<file path="src/rtl/fpcsr_pkg.sv">
package fpcsr_pkg;

  localparam int CSR_W    = 32;
  localparam int SEL_W    = 5;
  localparam int EXC_N    = 5;
  localparam int CAUSE_N  = EXC_N + 1;

  // field positions inside the status word
  localparam int RM_LO     = 0;
  localparam int RM_N      = 2;
  localparam int FLAG_LO   = 2;
  localparam int ENB_LO    = FLAG_LO + EXC_N;
  localparam int CAUSE_LO  = ENB_LO + EXC_N;
  localparam int UNIMP_BIT = CAUSE_LO + EXC_N;
  localparam int CC0_BIT   = 23;
  localparam int FTZ_BIT   = 24;
  localparam int CCHI_LO   = 25;
  localparam int CCHI_N    = CSR_W - CCHI_LO;
  localparam int CC_N      = CCHI_N + 1;
  localparam int ZERO_LO   = UNIMP_BIT + 1;
  localparam int ZERO_N    = CC0_BIT - ZERO_LO;
  localparam int FTZ_VIEW  = 2;

  localparam logic [CSR_W-1:0] ZERO_MASK  = ((CSR_W'(1) << ZERO_N) - 1) << ZERO_LO;
  localparam logic [CSR_W-1:0] EXC_MASK   = (((CSR_W'(1) << CAUSE_N) - 1) << CAUSE_LO)
                                          | (((CSR_W'(1) << EXC_N) - 1) << FLAG_LO);
  localparam logic [CSR_W-1:0] ENB_MASK   = (((CSR_W'(1) << EXC_N) - 1) << ENB_LO)
                                          | (((CSR_W'(1) << RM_N) - 1) << RM_LO);

  // control register numbers
  localparam logic [SEL_W-1:0] SEL_IMPL = 5'd0;
  localparam logic [SEL_W-1:0] SEL_CC   = 5'd25;
  localparam logic [SEL_W-1:0] SEL_EXC  = 5'd26;
  localparam logic [SEL_W-1:0] SEL_ENB  = 5'd28;
  localparam logic [SEL_W-1:0] SEL_FULL = 5'd31;

  typedef enum logic [2:0] {
    VIEW_NONE, VIEW_IMPL, VIEW_CC, VIEW_EXC, VIEW_ENB, VIEW_FULL
  } view_e;

  typedef struct packed {
    logic  wrCc;
    logic  wrExc;
    logic  wrEnb;
    logic  wrFull;
    logic  updEv;
    logic  updTest;
    view_e rdView;
  } strobe_t;

endpackage

</file>
<file path="src/rtl/fpcsr_ctrl.sv">
module fpcsr_ctrl
  import fpcsr_pkg::*;
(
  input  logic [SEL_W-1:0] regSel,
  input  logic             wrEn,
  input  logic             updEn,
  input  logic [EXC_N-1:0] updStatus,
  output strobe_t          stb
);

  always_comb begin
    stb        = '0;
    stb.rdView = VIEW_NONE;
    case (regSel)
      SEL_IMPL: stb.rdView = VIEW_IMPL;
      SEL_CC: begin
        stb.rdView = VIEW_CC;
        stb.wrCc   = wrEn;
      end
      SEL_EXC: begin
        stb.rdView = VIEW_EXC;
        stb.wrExc  = wrEn;
      end
      SEL_ENB: begin
        stb.rdView = VIEW_ENB;
        stb.wrEnb  = wrEn;
      end
      SEL_FULL: begin
        stb.rdView = VIEW_FULL;
        stb.wrFull = wrEn;
      end
      default: ;
    endcase
    stb.updEv   = updEn;
    // an all-zero status clears causes but does not test for a trap
    stb.updTest = updEn && (|updStatus);
  end

endmodule

</file>
<file path="src/rtl/fpcsr_dp.sv">
module fpcsr_dp
  import fpcsr_pkg::*;
#(
  parameter int                XLEN    = 64,
  parameter logic [CSR_W-1:0]  IMPL_ID = 32'h8003_0100
)(
  input  logic             clk,
  input  logic             rstN,
  input  strobe_t          stb,
  input  logic [CSR_W-1:0] wrWord,
  input  logic [EXC_N-1:0] updStatus,
  output logic [XLEN-1:0]  rdData,
  output logic             trapReq
);

  logic [CSR_W-1:0] csrQ;
  logic [CSR_W-1:0] afterUpd;
  logic [CSR_W-1:0] csrD;
  logic [CSR_W-1:0] viewWord;
  logic             trapTest;
  logic             trapD;

  // update first, then the write on top
  always_comb begin
    afterUpd = csrQ;
    if (stb.updEv) begin
      afterUpd[CAUSE_LO +: CAUSE_N] = {1'b0, updStatus};
      afterUpd[FLAG_LO +: EXC_N]    = csrQ[FLAG_LO +: EXC_N] | updStatus;
    end
  end

  always_comb begin
    csrD = afterUpd;
    if (stb.wrCc) begin
      csrD[CC0_BIT]              = wrWord[0];
      csrD[CCHI_LO +: CCHI_N]    = wrWord[1 +: CCHI_N];
    end
    if (stb.wrExc) begin
      csrD[CAUSE_LO +: CAUSE_N]  = wrWord[CAUSE_LO +: CAUSE_N];
      csrD[FLAG_LO +: EXC_N]     = wrWord[FLAG_LO +: EXC_N];
    end
    if (stb.wrEnb) begin
      csrD[ENB_LO +: EXC_N]      = wrWord[ENB_LO +: EXC_N];
      csrD[RM_LO +: RM_N]        = wrWord[RM_LO +: RM_N];
      csrD[FTZ_BIT]              = wrWord[FTZ_VIEW];
    end
    if (stb.wrFull) begin
      csrD = wrWord & ~ZERO_MASK;
    end
  end

  assign trapTest = stb.wrExc | stb.wrEnb | stb.wrFull | stb.updTest;
  assign trapD    = trapTest &&
                    ((|(csrD[CAUSE_LO +: EXC_N] & csrD[ENB_LO +: EXC_N])) || csrD[UNIMP_BIT]);

  always_ff @(posedge clk) begin
    if (!rstN) begin
      csrQ    <= '0;
      trapReq <= 1'b0;
    end else begin
      csrQ    <= csrD;
      trapReq <= trapD;
    end
  end

  // view formatting
  always_comb begin
    viewWord = '0;
    case (stb.rdView)
      VIEW_IMPL: viewWord = IMPL_ID;
      VIEW_CC:   viewWord = CSR_W'({csrQ[CCHI_LO +: CCHI_N], csrQ[CC0_BIT]});
      VIEW_EXC:  viewWord = csrQ & EXC_MASK;
      VIEW_ENB: begin
        viewWord           = csrQ & ENB_MASK;
        viewWord[FTZ_VIEW] = csrQ[FTZ_BIT];
      end
      VIEW_FULL: viewWord = csrQ & ~ZERO_MASK;
      default:   viewWord = '0;
    endcase
  end

  // sign extension to the read bus
  generate
    if (XLEN > CSR_W) begin : g_ext
      assign rdData = {{(XLEN-CSR_W){viewWord[CSR_W-1]}}, viewWord};
    end else begin : g_flat
      assign rdData = viewWord;
    end
  endgenerate


  full_load_chk: assert property (@(posedge clk) disable iff (!rstN)
    stb.wrFull |=> csrQ == ($past(wrWord) & ~ZERO_MASK));


  trap_source_chk: assert property (@(posedge clk) disable iff (!rstN)
    trapReq |-> $past(stb.wrExc | stb.wrEnb | stb.wrFull | stb.updTest));


  upd_cause_chk: assert property (@(posedge clk) disable iff (!rstN)
    (stb.updEv && !stb.wrExc && !stb.wrFull)
      |=> csrQ[CAUSE_LO +: CAUSE_N] == {1'b0, $past(updStatus)});


  sticky_keep_chk: assert property (@(posedge clk) disable iff (!rstN)
    (stb.updEv && !stb.wrExc && !stb.wrFull)
      |=> (csrQ[FLAG_LO +: EXC_N] & $past(csrQ[FLAG_LO +: EXC_N])) == $past(csrQ[FLAG_LO +: EXC_N]));


  cc_isolate_chk: assert property (@(posedge clk) disable iff (!rstN)
    (stb.wrCc && !stb.updEv)
      |=> (csrQ[CC0_BIT-1:0] == $past(csrQ[CC0_BIT-1:0])) && (csrQ[FTZ_BIT] == $past(csrQ[FTZ_BIT])));

endmodule

</file>
<file path="src/rtl/fpcsr_views.sv">
module fpcsr_views
  import fpcsr_pkg::*;
#(
  parameter int               XLEN    = 64,
  parameter logic [CSR_W-1:0] IMPL_ID = 32'h8003_0100
)(
  input  logic             clk,
  input  logic             rstN,
  input  logic [SEL_W-1:0] regSel,
  input  logic             wrEn,
  input  logic [CSR_W-1:0] wrData,
  output logic [XLEN-1:0]  rdData,
  input  logic             updEn,
  input  logic [EXC_N-1:0] updStatus,
  output logic             trapReq
);

  strobe_t stb;

  fpcsr_ctrl u_ctrl (
    .regSel    (regSel),
    .wrEn      (wrEn),
    .updEn     (updEn),
    .updStatus (updStatus),
    .stb       (stb)
  );

  fpcsr_dp #(.XLEN(XLEN), .IMPL_ID(IMPL_ID)) u_dp (
    .clk       (clk),
    .rstN      (rstN),
    .stb       (stb),
    .wrWord    (wrData),
    .updStatus (updStatus),
    .rdData    (rdData),
    .trapReq   (trapReq)
  );

endmodule

</file>
<file path="config.mk">
export PLATFORM = sky130hd
export DESIGN_NAME = fpcsr_views
export DESIGN_NICKNAME = d
export VERILOG_FILES = /design/src/rtl/fpcsr_pkg.sv /design/src/rtl/fpcsr_ctrl.sv /design/src/rtl/fpcsr_dp.sv /design/src/rtl/fpcsr_views.sv
export SDC_FILE = /design/constraint.sdc
export NUM_CORES = 1
export LEC_CHECK = 0
export ABC_CLOCK_PERIOD_IN_PS = 6100
export BUFFER_PORTS_ARGS = -buffer_cell sky130_fd_sc_hd__buf_2
export CORE_MARGIN = 2
export CORE_UTILIZATION = 47
export CTS_CLUSTER_DIAMETER = 200
export CTS_CLUSTER_SIZE = 30
export DETAILED_ROUTE_END_ITERATION = 10
export PLACE_DENSITY = 0.85
export SYNTH_ARGS = -nofsm -noshare
export SYNTH_HDL_FRONTEND = slang
export SYNTH_SLANG_ARGS = --single-unit
export TNS_END_PERCENT = 10
</file>
<file path="constraint.sdc">
create_clock -name clk -period 6.1 [get_ports clk]
set_input_delay 0.305 -clock clk [delete_from_list [all_inputs] [get_ports clk]]
set_output_delay 0.305 -clock clk [all_outputs]
set_load 0.02 [all_outputs]
</file>
==> flow_metrics.env, run 1 <==
export IMPL_status="completed"
export IMPL_cts_clk_slew_worst_paths_ps=90
export IMPL_num_rows=23
export IMPL_hold_viol=0
export IMPL_top_level_ports=111
export IMPL_grt_max_degree=34
export IMPL_synth_enable_flop_cells=0
export IMPL_synth_area_leaders="dfxtp_1 (29%), buf_4 (16%), mux2i_1 (4.7%), a21oi_1 (4.4%), nor2b_1 (3.6%)"
export IMPL_first_pass_iters=4
export IMPL_crit_type="input pin to primary output"
export IMPL_die_area_um2=4605
export IMPL_grt_pass1_vias=1600
export IMPL_drt_vias_per_instance=5.505
export IMPL_grt_overflow_total=0
export IMPL_postCtsResizedCells=0
export IMPL_reg2reg_slack_ps=4860
export IMPL_max_freq_ghz=0.4746
export IMPL_clock_tree_buffer_depth=2
export IMPL_fp_dieW_um=67.86
export IMPL_port_buffers=100
export IMPL_dieHeight_um=67.86
export IMPL_dr_first_iter_drc_count=98
export IMPL_end_kind="primary output"
export IMPL_arrival_ps=1800
export IMPL_startpoint_type="input pin"
export IMPL_synth_top_flop_cell="dfxtp_1"
export IMPL_slew_headroom_pct=40.56
export IMPL_ant_nets=0
export IMPL_setup_viol=0
export IMPL_final_core_util_pct=55.04
export IMPL_diodes=0
export IMPL_post_route_min_period_ps=2107
export IMPL_tns_ps=0
export IMPL_h_tree_depth=1
export IMPL_syn_to_final_growth_pct=14.03
export IMPL_grt_pass1_wl_mm=7.603
export IMPL_gp_congestion=0.8355
export IMPL_post_cts_setup_buffer_count=0
export IMPL_netlist_instances=228
export IMPL_clock_sinks=28
export IMPL_cp_max_fo=12
export IMPL_seq_area_frac_synth_pct=29.24
export IMPL_worst_pin_slew_ps=889.2
export IMPL_clockRootBuffer="clkbuf_8"
export IMPL_drt_wl_total_mm=4.949
export IMPL_drc=0
export IMPL_ys_types=41
export IMPL_cts_tree="done"
export IMPL_synth_top_area_share_pct=29.24
export IMPL_fin_crit_sh_pct=34.54
export IMPL_vias=1833
export IMPL_ys_ff_latch=28
export IMPL_cellPowerDensity_nw_per_um2=167.7
export IMPL_critPathRequiredTime_ps=5790
export IMPL_slew_viol_final=0
export IMPL_clkLatencyLatePin_ps=270
export IMPL_cts_hold_buf=0
export IMPL_routedWlPerCell_um=14.86
export IMPL_cts_buffers=3
export IMPL_async_flop_share_pct=0
export IMPL_antenna_found_initial=0
export IMPL_rsz0062_at_grt="no"
export IMPL_initial_core_util_pct=48.27
export IMPL_layout_drive_gt1_share_pct=40.99
export IMPL_synth_area_per_cell_um2=8.407
export IMPL_skew_ps=0.9253
export IMPL_yosys_warnings=0
export IMPL_coreArea_um2=3971
export IMPL_nNetsFinal=331
export IMPL_hp_class="input pin to flip-flop"
export IMPL_grt_usage_pct=21.47
export IMPL_leakage_nw=1.179
export IMPL_hpwl_mm=3.685
export IMPL_drv_cap=0
export IMPL_yosysTopAreaCell="dfxtp_1"
export IMPL_vdd_ir_drop_worst_mv=0.1265
export IMPL_syn_area_um2=1917
## registers in the layout, indices dropped and copies added, names as in the netlist
| name | count |
|---|---|
| u_dp.csrQ | 27 |
| u_dp.trapReq | 1 |
## cells by family after synthesis
| family | after synthesis | share of synthesized area (%) |
|---|---|---|
| buffers and inverters | 54 | 18.86 |
| XOR/XNOR | 3 | 1.371 |
| other | 1 | 0.1956 |
| AO/OA/AOI/OAI | 64 | 23.43 |
| AND/OR/NAND/NOR | 65 | 19.84 |
| multiplexers | 13 | 7.050 |
| flip-flops | 28 | 29.24 |
## path summary, 6_finish.rpt
kind                               startpoint      endpoint  depth (start not counted)
worst min-delay path                wrData[2]  u_dp.csrQ[2]                          2
worst min register to register   u_dp.csrQ[0]  u_dp.csrQ[0]                          2
worst max-delay path                regSel[0]     rdData[3]                          5
worst max register to register  u_dp.csrQ[16]  u_dp.trapReq                          4
## worst max-delay path, stage by stage
cell and delay (ps):
buf_2 170, xnor2_1 490, and2_0 450, a22o_1 220, buf_2 160
## cells in the final DEF (no fill, tap or decap), types with 2 or more instances in the layout
master,instances
and2_1,9
o21ai_0,10
o31ai_1,4
clkbuf_8,3
nand2_1,14
o211a_1,5
dfxtp_1,28
xnor2_1,3
a21oi_1,17
a21boi_0,3
mux2_2,4
nand3_2,2
o22ai_1,7
and3_1,9
buf_2,100
a22o_1,7
mux2i_1,9
nand3_1,5
nor3b_1,2
nor2b_1,11
nor2_1,3
conb_1,5
a31oi_1,3
nor3_1,3
## where the power goes
| part | internal [mW] | total, mW | switching (mW) | leakage, nW |
|---|---|---|---|---|
| clock | 0.0443 | 0.0984 | 0.0541 | 0.0216 |
| sequential | 0.190 | 0.194 | 0.00400 | 0.228 |
| combinational | 0.0295 | 0.0745 | 0.0450 | 0.929 |
| total | 0.264 | 0.367 | 0.103 | 1.18 |
## metal layers
layer  track usage (%)  wire (um)
met2             36.89       2380
met4             5.500         47
met1             26.90       2046
met3             5.263        475
met5                 0          0
## synth_stat cells (2+ instances only)
library cell and n:
a22o_1 7, a21boi_0 3, buf_4 41, dfxtp_1 28, nor3b_1 2, mux2i_1 9
and2_1 9, and3_1 9, mux2_2 4, o211a_1 5, clkbuf_1 7, nand2_1 14
a31oi_1 3, a21oi_1 17, nand3_1 5, nor2b_1 11, buf_2 4, nand3_2 2
xnor2_1 3, o22ai_1 7, o31ai_1 4, nor3_1 3, o21ai_0 11, nor2_1 3
## per-stage QoR
stage	total power, mW	hold WS (ps)	setup WS (ps)	cell area, um2	cells
floorplan	0.2524	443.8	2625	1932	232
global placement	0.2698	453.9	3914	2145	330
detailed placement	0.2717	466.4	3862	2145	330
CTS	0.3671	292.7	3977	2186	333
global route	0.3842	294.2	3771	2186	333
finish	0.3666	290.3	3993	2186	333
## cell type report
cell class	count	area, um2
clock buffers	3	41.29
fillers	378	1785
inverters	1	3.754
multi-input cells	150	1010
flip-flops and latches	28	560.5
well taps	50	62.56
repair buffers	101	508.0
No activity file was read; power rests on OpenSTA's default activity.
==> run 2: changes to the inputs <==
--- a/config.mk
+++ b/config.mk
@@ -5,14 +5,14 @@
 export SDC_FILE = /design/constraint.sdc
 export NUM_CORES = 1
 export LEC_CHECK = 0
-export ABC_CLOCK_PERIOD_IN_PS = 6100
+export ABC_CLOCK_PERIOD_IN_PS = 1900
 export BUFFER_PORTS_ARGS = -buffer_cell sky130_fd_sc_hd__buf_2
 export CORE_MARGIN = 2
-export CORE_UTILIZATION = 47
+export CORE_UTILIZATION = 40
 export CTS_CLUSTER_DIAMETER = 200
 export CTS_CLUSTER_SIZE = 30
 export DETAILED_ROUTE_END_ITERATION = 10
-export PLACE_DENSITY = 0.85
+export PLACE_DENSITY = 0.77
 export SYNTH_ARGS = -nofsm -noshare
 export SYNTH_HDL_FRONTEND = slang
 export SYNTH_SLANG_ARGS = --single-unit
==> constraint.sdc (replaced) <==
create_clock -name clk -period 1.9 [get_ports clk]
set_input_delay 0.095 -clock clk [delete_from_list [all_inputs] [get_ports clk]]
set_output_delay 0.095 -clock clk [all_outputs]
set_load 0.02 [all_outputs]
==> run 2 against run 1 <==
Effect of this change:
- final cell count up 4.2%
- clock power rose to 4.8 times the previous value
- combinational power rose to 3.4 times the previous value
==> flow_metrics.env, run 2 (same netlist as run 1, synthesis figures left out) <==
export IMPL_startpoint_type="flip-flop"
export IMPL_setup_viol=0
export IMPL_crit_buf_inv=1
export IMPL_top_level_ports=111
export IMPL_cp_depth=3
export IMPL_cts_clk_slew_worst_paths_ps=100
export IMPL_drc=0
export IMPL_top_register="u_dp.csrQ"
export IMPL_hpwl_mm=3.833
export IMPL_grt_usage_pct=18.30
export IMPL_crit_type="flip-flop to primary output"
export IMPL_tns_ps=0
export IMPL_num_rows=25
export IMPL_slew_headroom_pct=65.40
export IMPL_slowest_stage="o21ai_4"
export IMPL_cts_tree="done"
export IMPL_routedWlPerCell_um=14.37
export IMPL_antenna_found_initial=0
export IMPL_dieHeight_um=73.23
export IMPL_syn_to_final_growth_pct=19.97
export IMPL_cp_max_fo=33
export IMPL_vias=1890
export IMPL_vdd_ir_drop_worst_mv=0.4260
export IMPL_hold_viol=0
export IMPL_die_area_um2=5362
export IMPL_crit_family="compound AO/OA/AOI/OAI gates"
export IMPL_leakage_nw=1.239
export IMPL_coreArea_um2=4661
export IMPL_grt_overflow_total=0
export IMPL_layout_drive_gt1_share_pct=43.34
export IMPL_gp_congestion=0.8255
export IMPL_rsz0062_at_grt="no"
export IMPL_status="completed"
export IMPL_end_kind="primary output"
export IMPL_dp_cells=343
export IMPL_drt_vias_per_instance=5.447
export IMPL_reg2reg_from="u_dp.csrQ[16]"
export IMPL_fin_crit_sh_pct=84.39
export IMPL_nNetsFinal=340
export IMPL_drv_cap=0
export IMPL_slew_viol_final=0
export IMPL_mostFrequentLayoutCell="buf_2"
export IMPL_reg2reg_depth=4
export IMPL_h_tree_depth=1
export IMPL_r2r_end="u_dp.trapReq"
export IMPL_largestRegisters="u_dp.csrQ (27), u_dp.trapReq (1)"
export IMPL_clock_sinks=28
export IMPL_fp_dieW_um=73.23
export IMPL_startpoint="u_dp.csrQ[31]"
export IMPL_hp_class="input pin to flip-flop"
export IMPL_reg2reg_slack_ps=630
export IMPL_fillCellCount=443
export IMPL_clkLatencyLatePin_ps=280
export IMPL_grt_max_degree=34
export IMPL_slowest_delay_ps=450
export IMPL_drt_wl_total_mm=4.986
export IMPL_crit_chain="nand3_1 > o21ai_4 > buf_2"
export IMPL_clockRootBuffer="clkbuf_8"
export IMPL_dr_first_iter_drc_count=81
export IMPL_port_buffers=100
export IMPL_max_freq_ghz=0.6237
export IMPL_mostFrequentLayoutCells="buf_2 (100), dfxtp_1 (28), a21oi_1 (17)"
export IMPL_cts_hold_buf=0
export IMPL_worstSetupEndpoint="rdData[32]"
export IMPL_arrival_ps=1510
export IMPL_largest_reg_flops=27
export IMPL_worst_pin_slew_ps=517.0
export IMPL_clock_tree_buffer_depth=2
export IMPL_critPathRequiredTime_ps=1800
export IMPL_grt_pass1_vias=1644
export IMPL_post_route_min_period_ps=1603
export IMPL_first_pass_iters=4
export IMPL_stdcell_count=347
export IMPL_hold_path_startpoint="wrData[4]"
export IMPL_diodes=0
export IMPL_cts_buffers=3
export IMPL_grt_pass1_wl_mm=7.659
export IMPL_cellPowerDensity_nw_per_um2=586.8
export IMPL_hold_worst_slack_ps=67.19
export IMPL_ant_nets=0
export IMPL_initial_core_util_pct=41.13
export IMPL_skew_ps=5.097
==> run 2: routing by layer <==
metal,up-vias,global-route usage (%),wire length (um)
li1,904,-,-
met1,890,24.41,2207
met2,92,31.23,2409
met3,4,2.348,329
met4,0,4.321,39
met5,-,0,0
==> run 2: worst reg2reg max path: stages, from the launching register on <==
cell     delay (ps)
dfxtp_1         340
mux2_2          260
mux2i_1         220
o22a_1          210
a41oi_2         110
==> run 2: area by class of cell <==
cell class / count / area, um2 / area share (%)
well taps: 54 / 67.56 / 2.938
flip-flops and latches: 28 / 560.5 / 24.37
clock buffers: 3 / 41.29 / 1.795
inverters: 1 / 3.754 / 0.1632
clock inverters: 1 / 30.03 / 1.306
repair buffers: 110 / 575.6 / 25.03
multi-input cells: 150 / 1021 / 44.40
==> run 2: what timing repair did <==
item | CTS | global route
setup buffers | 0 | 0
gates resized for setup | 0 | 1
setup endpoints to repair | 0 | 33
==> run 2: metrics by stage <==
stage	power, mW	util, %	instance area, um2	setup slack (ps)
4_1_cts	1.353	49.18	2292	64.82
3_3_place_gp	0.8796	47.65	2221	266.7
2_1_floorplan	0.8091	-	1936	236.2
5_1_grt	1.408	49.34	2300	117.6
3_5_place_dp	0.8832	47.65	2221	202.2
6_report	1.349	49.34	2300	296.7
==> run 2: how the worst min path moves through the flow <==
stage / cells past startpoint / endpoint / slack, ps
6_report: 2 / u_dp.csrQ[4] / 70
4_1_cts: 2 / u_dp.csrQ[4] / 70
3_5_place_dp: 2 / u_dp.csrQ[4] / 360
5_1_grt: 2 / u_dp.csrQ[5] / 70
2_1_floorplan: 2 / u_dp.csrQ[0] / 250
3_3_place_gp: 2 / u_dp.csrQ[3] / 350
==> run 2: report_power, final <==
part | switching (mW) | internal, mW | leakage, nW
logic | 0.148 | 0.105 | 0.975
registers | 0.0120 | 0.609 | 0.228
clock network | 0.193 | 0.282 | 0.0357
total | 0.353 | 0.996 | 1.24
==> run 3: changes to the inputs <==
--- a/config.mk
+++ b/config.mk
@@ -5,14 +5,14 @@
 export SDC_FILE = /design/constraint.sdc
 export NUM_CORES = 1
 export LEC_CHECK = 0
-export ABC_CLOCK_PERIOD_IN_PS = 1900
+export ABC_CLOCK_PERIOD_IN_PS = 1600
 export BUFFER_PORTS_ARGS = -buffer_cell sky130_fd_sc_hd__buf_2
 export CORE_MARGIN = 2
-export CORE_UTILIZATION = 40
+export CORE_UTILIZATION = 44
 export CTS_CLUSTER_DIAMETER = 200
 export CTS_CLUSTER_SIZE = 30
 export DETAILED_ROUTE_END_ITERATION = 10
-export PLACE_DENSITY = 0.77
+export PLACE_DENSITY = 0.8
 export SYNTH_ARGS = -nofsm -noshare
 export SYNTH_HDL_FRONTEND = slang
 export SYNTH_SLANG_ARGS = --single-unit
==> constraint.sdc (replaced) <==
create_clock -name clk -period 1.6 [get_ports clk]
set_input_delay 0.08 -clock clk [delete_from_list [all_inputs] [get_ports clk]]
set_output_delay 0.08 -clock clk [all_outputs]
set_load 0.02 [all_outputs]
==> run 3 against run 2 <==
Effect of this change:
- first-iteration DRC count fell by 31%
- utilization rose by 5.4 points
- combinational power rose by 22%
- worst setup slack got worse by 210 ps
- critical path depth did not move
==> flow_metrics.env, run 3 (same netlist as run 1, synthesis figures left out) <==
export IMPL_largestRegisters="u_dp.csrQ (27), u_dp.trapReq (1)"
export IMPL_cts_buffers=3
export IMPL_p_total_mw=1.486
export IMPL_stdcell_count=351
export IMPL_port_buffers=100
export IMPL_grt_usage_pct=19.12
export IMPL_diodes=0
export IMPL_fin_crit_sh_pct=94.88
export IMPL_top_level_ports=111
export IMPL_cp_max_fo=17
export IMPL_clkLatencyLatePin_ps=270
export IMPL_leakage_nw=1.261
export IMPL_critPathRequiredTime_ps=1520
export IMPL_cts_tree="done"
export IMPL_status="completed"
export IMPL_reg2reg_slack_ps=360
export IMPL_hold_viol=0
export IMPL_arrival_ps=1440
export IMPL_fin_area_um2=2335
export IMPL_largest_reg_flops=27
export IMPL_setup_viol=0
export IMPL_h_tree_depth=1
export IMPL_antenna_found_initial=0
export IMPL_crit_type="flip-flop to primary output"
export IMPL_routedWlPerCell_um=14.46
export IMPL_reg2reg_depth=4
export IMPL_post_route_min_period_ps=1518
export IMPL_slew_viol_final=0
export IMPL_skew_ps=1.291
export IMPL_r2r_end="u_dp.trapReq"
export IMPL_ant_nets=0
export IMPL_layout_drive_gt1_share_pct=44.48
export IMPL_clock_tree_buffer_depth=2
export IMPL_die_area_um2=4901
export IMPL_max_freq_ghz=0.6587
export IMPL_initial_core_util_pct=44.95
export IMPL_end_kind="primary output"
export IMPL_num_rows=24
export IMPL_drv_cap=0
export IMPL_grt_max_degree=34
export IMPL_clockRootBuffer="clkbuf_8"
export IMPL_vias=1877
export IMPL_first_pass_iters=4
export IMPL_cts_clk_slew_worst_paths_ps=100
export IMPL_coreArea_um2=4264
export IMPL_cts_hold_buf=0
export IMPL_fillCellCount=376
export IMPL_mostFrequentLayoutCell="buf_2"
export IMPL_drt_wl_total_mm=5.076
export IMPL_grt_overflow_total=0
export IMPL_dp_cells=346
export IMPL_drt_vias_per_instance=5.348
export IMPL_dieHeight_um=70.01
export IMPL_cellPowerDensity_nw_per_um2=636.3
export IMPL_placed_area_um2=2263
export IMPL_drc=0
export IMPL_hpwl_mm=3.800
export IMPL_dr_first_iter_drc_count=56
export IMPL_clock_sinks=28
export IMPL_postCtsResizedCells=0
export IMPL_startpoint_type="flip-flop"
export IMPL_hp_class="input pin to flip-flop"
export IMPL_syn_to_final_growth_pct=21.80
export IMPL_startpoint="u_dp.csrQ[31]"
export IMPL_nNetsFinal=346
export IMPL_reg2reg_from="u_dp.csrQ[13]"
export IMPL_post_cts_setup_buffer_count=0
export IMPL_top_register="u_dp.csrQ"
export IMPL_grt_pass1_vias=1723
export IMPL_worstSetupEndpoint="rdData[34]"
export IMPL_vdd_ir_drop_worst_mv=0.5438
export IMPL_fp_dieW_um=70.01
export IMPL_gp_congestion=0.8124
export IMPL_grt_pass1_wl_mm=7.734
export IMPL_mostFrequentLayoutCells="buf_2 (100), dfxtp_1 (28), a21oi_1 (17)"
export IMPL_rsz0062_at_grt="yes"
export IMPL_final_core_util_pct=54.75
==> run 3: changes by cell type in the layout (fill, tap and decap cells not counted) <==
cell | before | now
bufinv_16 | 1 | 0
clkbuf_8 | 3 | 4
o21ai_4 | 1 | 2
buf_4 | 10 | 15
==> run 3: stage by stage <==
stage | hold slack [ps] | setup TNS (ps) | setup slack, ps
after floorplan | 236.1 | 0 | 172.5
after global placement | 335.8 | 0 | 96.73
after detailed placement | 339.0 | 0 | 35.40
after CTS | 58.07 | 0 | 27.70
after global routing | 59.59 | -210.9 | -17.43
final | 59.39 | 0 | 81.87
==> run 3: worst min path at each step <==
stage / startpoint / end / depth (start not counted)
floorplan: wrData[0] / u_dp.csrQ[0] / 2
global placement: wrData[5] / u_dp.csrQ[5] / 2
detailed placement: wrData[2] / u_dp.csrQ[2] / 2
CTS: wrData[3] / u_dp.csrQ[3] / 2
global route: wrData[2] / u_dp.csrQ[2] / 2
finish: wrData[3] / u_dp.csrQ[3] / 2
==> run 3: layout make-up <==
type | count | area [um2] | area share (%)
sequential | 28 | 560.5 | 24.01
multi-input combinational | 151 | 1037 | 44.43
clock buffer | 4 | 55.05 | 2.358
timing repair buffer | 115 | 613.1 | 26.26
tap | 52 | 65.06 | 2.787
inverter | 1 | 3.754 | 0.1608
==> run 3: where the power goes <==
group / switching (mW) / total [mW] / leakage, nW / internal [mW]
Sequential: 0.0147 / 0.738 / 0.228 / 0.724
Clock: 0.219 / 0.440 / 0.0288 / 0.220
Combinational: 0.177 / 0.308 / 1.00 / 0.130
==> run 3: routing by layer <==
metal,vias to the layer above,global-route usage (%),share of wire [%]
li1,917,-,-
met1,863,23.50,41
met2,95,34.71,50
met3,2,2.742,8.5
met4,0,5.128,0.33
met5,-,0,0
==> run 3: critical path, cell delays in order (launching register included) <==
cell     delay [ps]
dfxtp_1         360
nand3_1         200
o21ai_4         370
buf_2           230
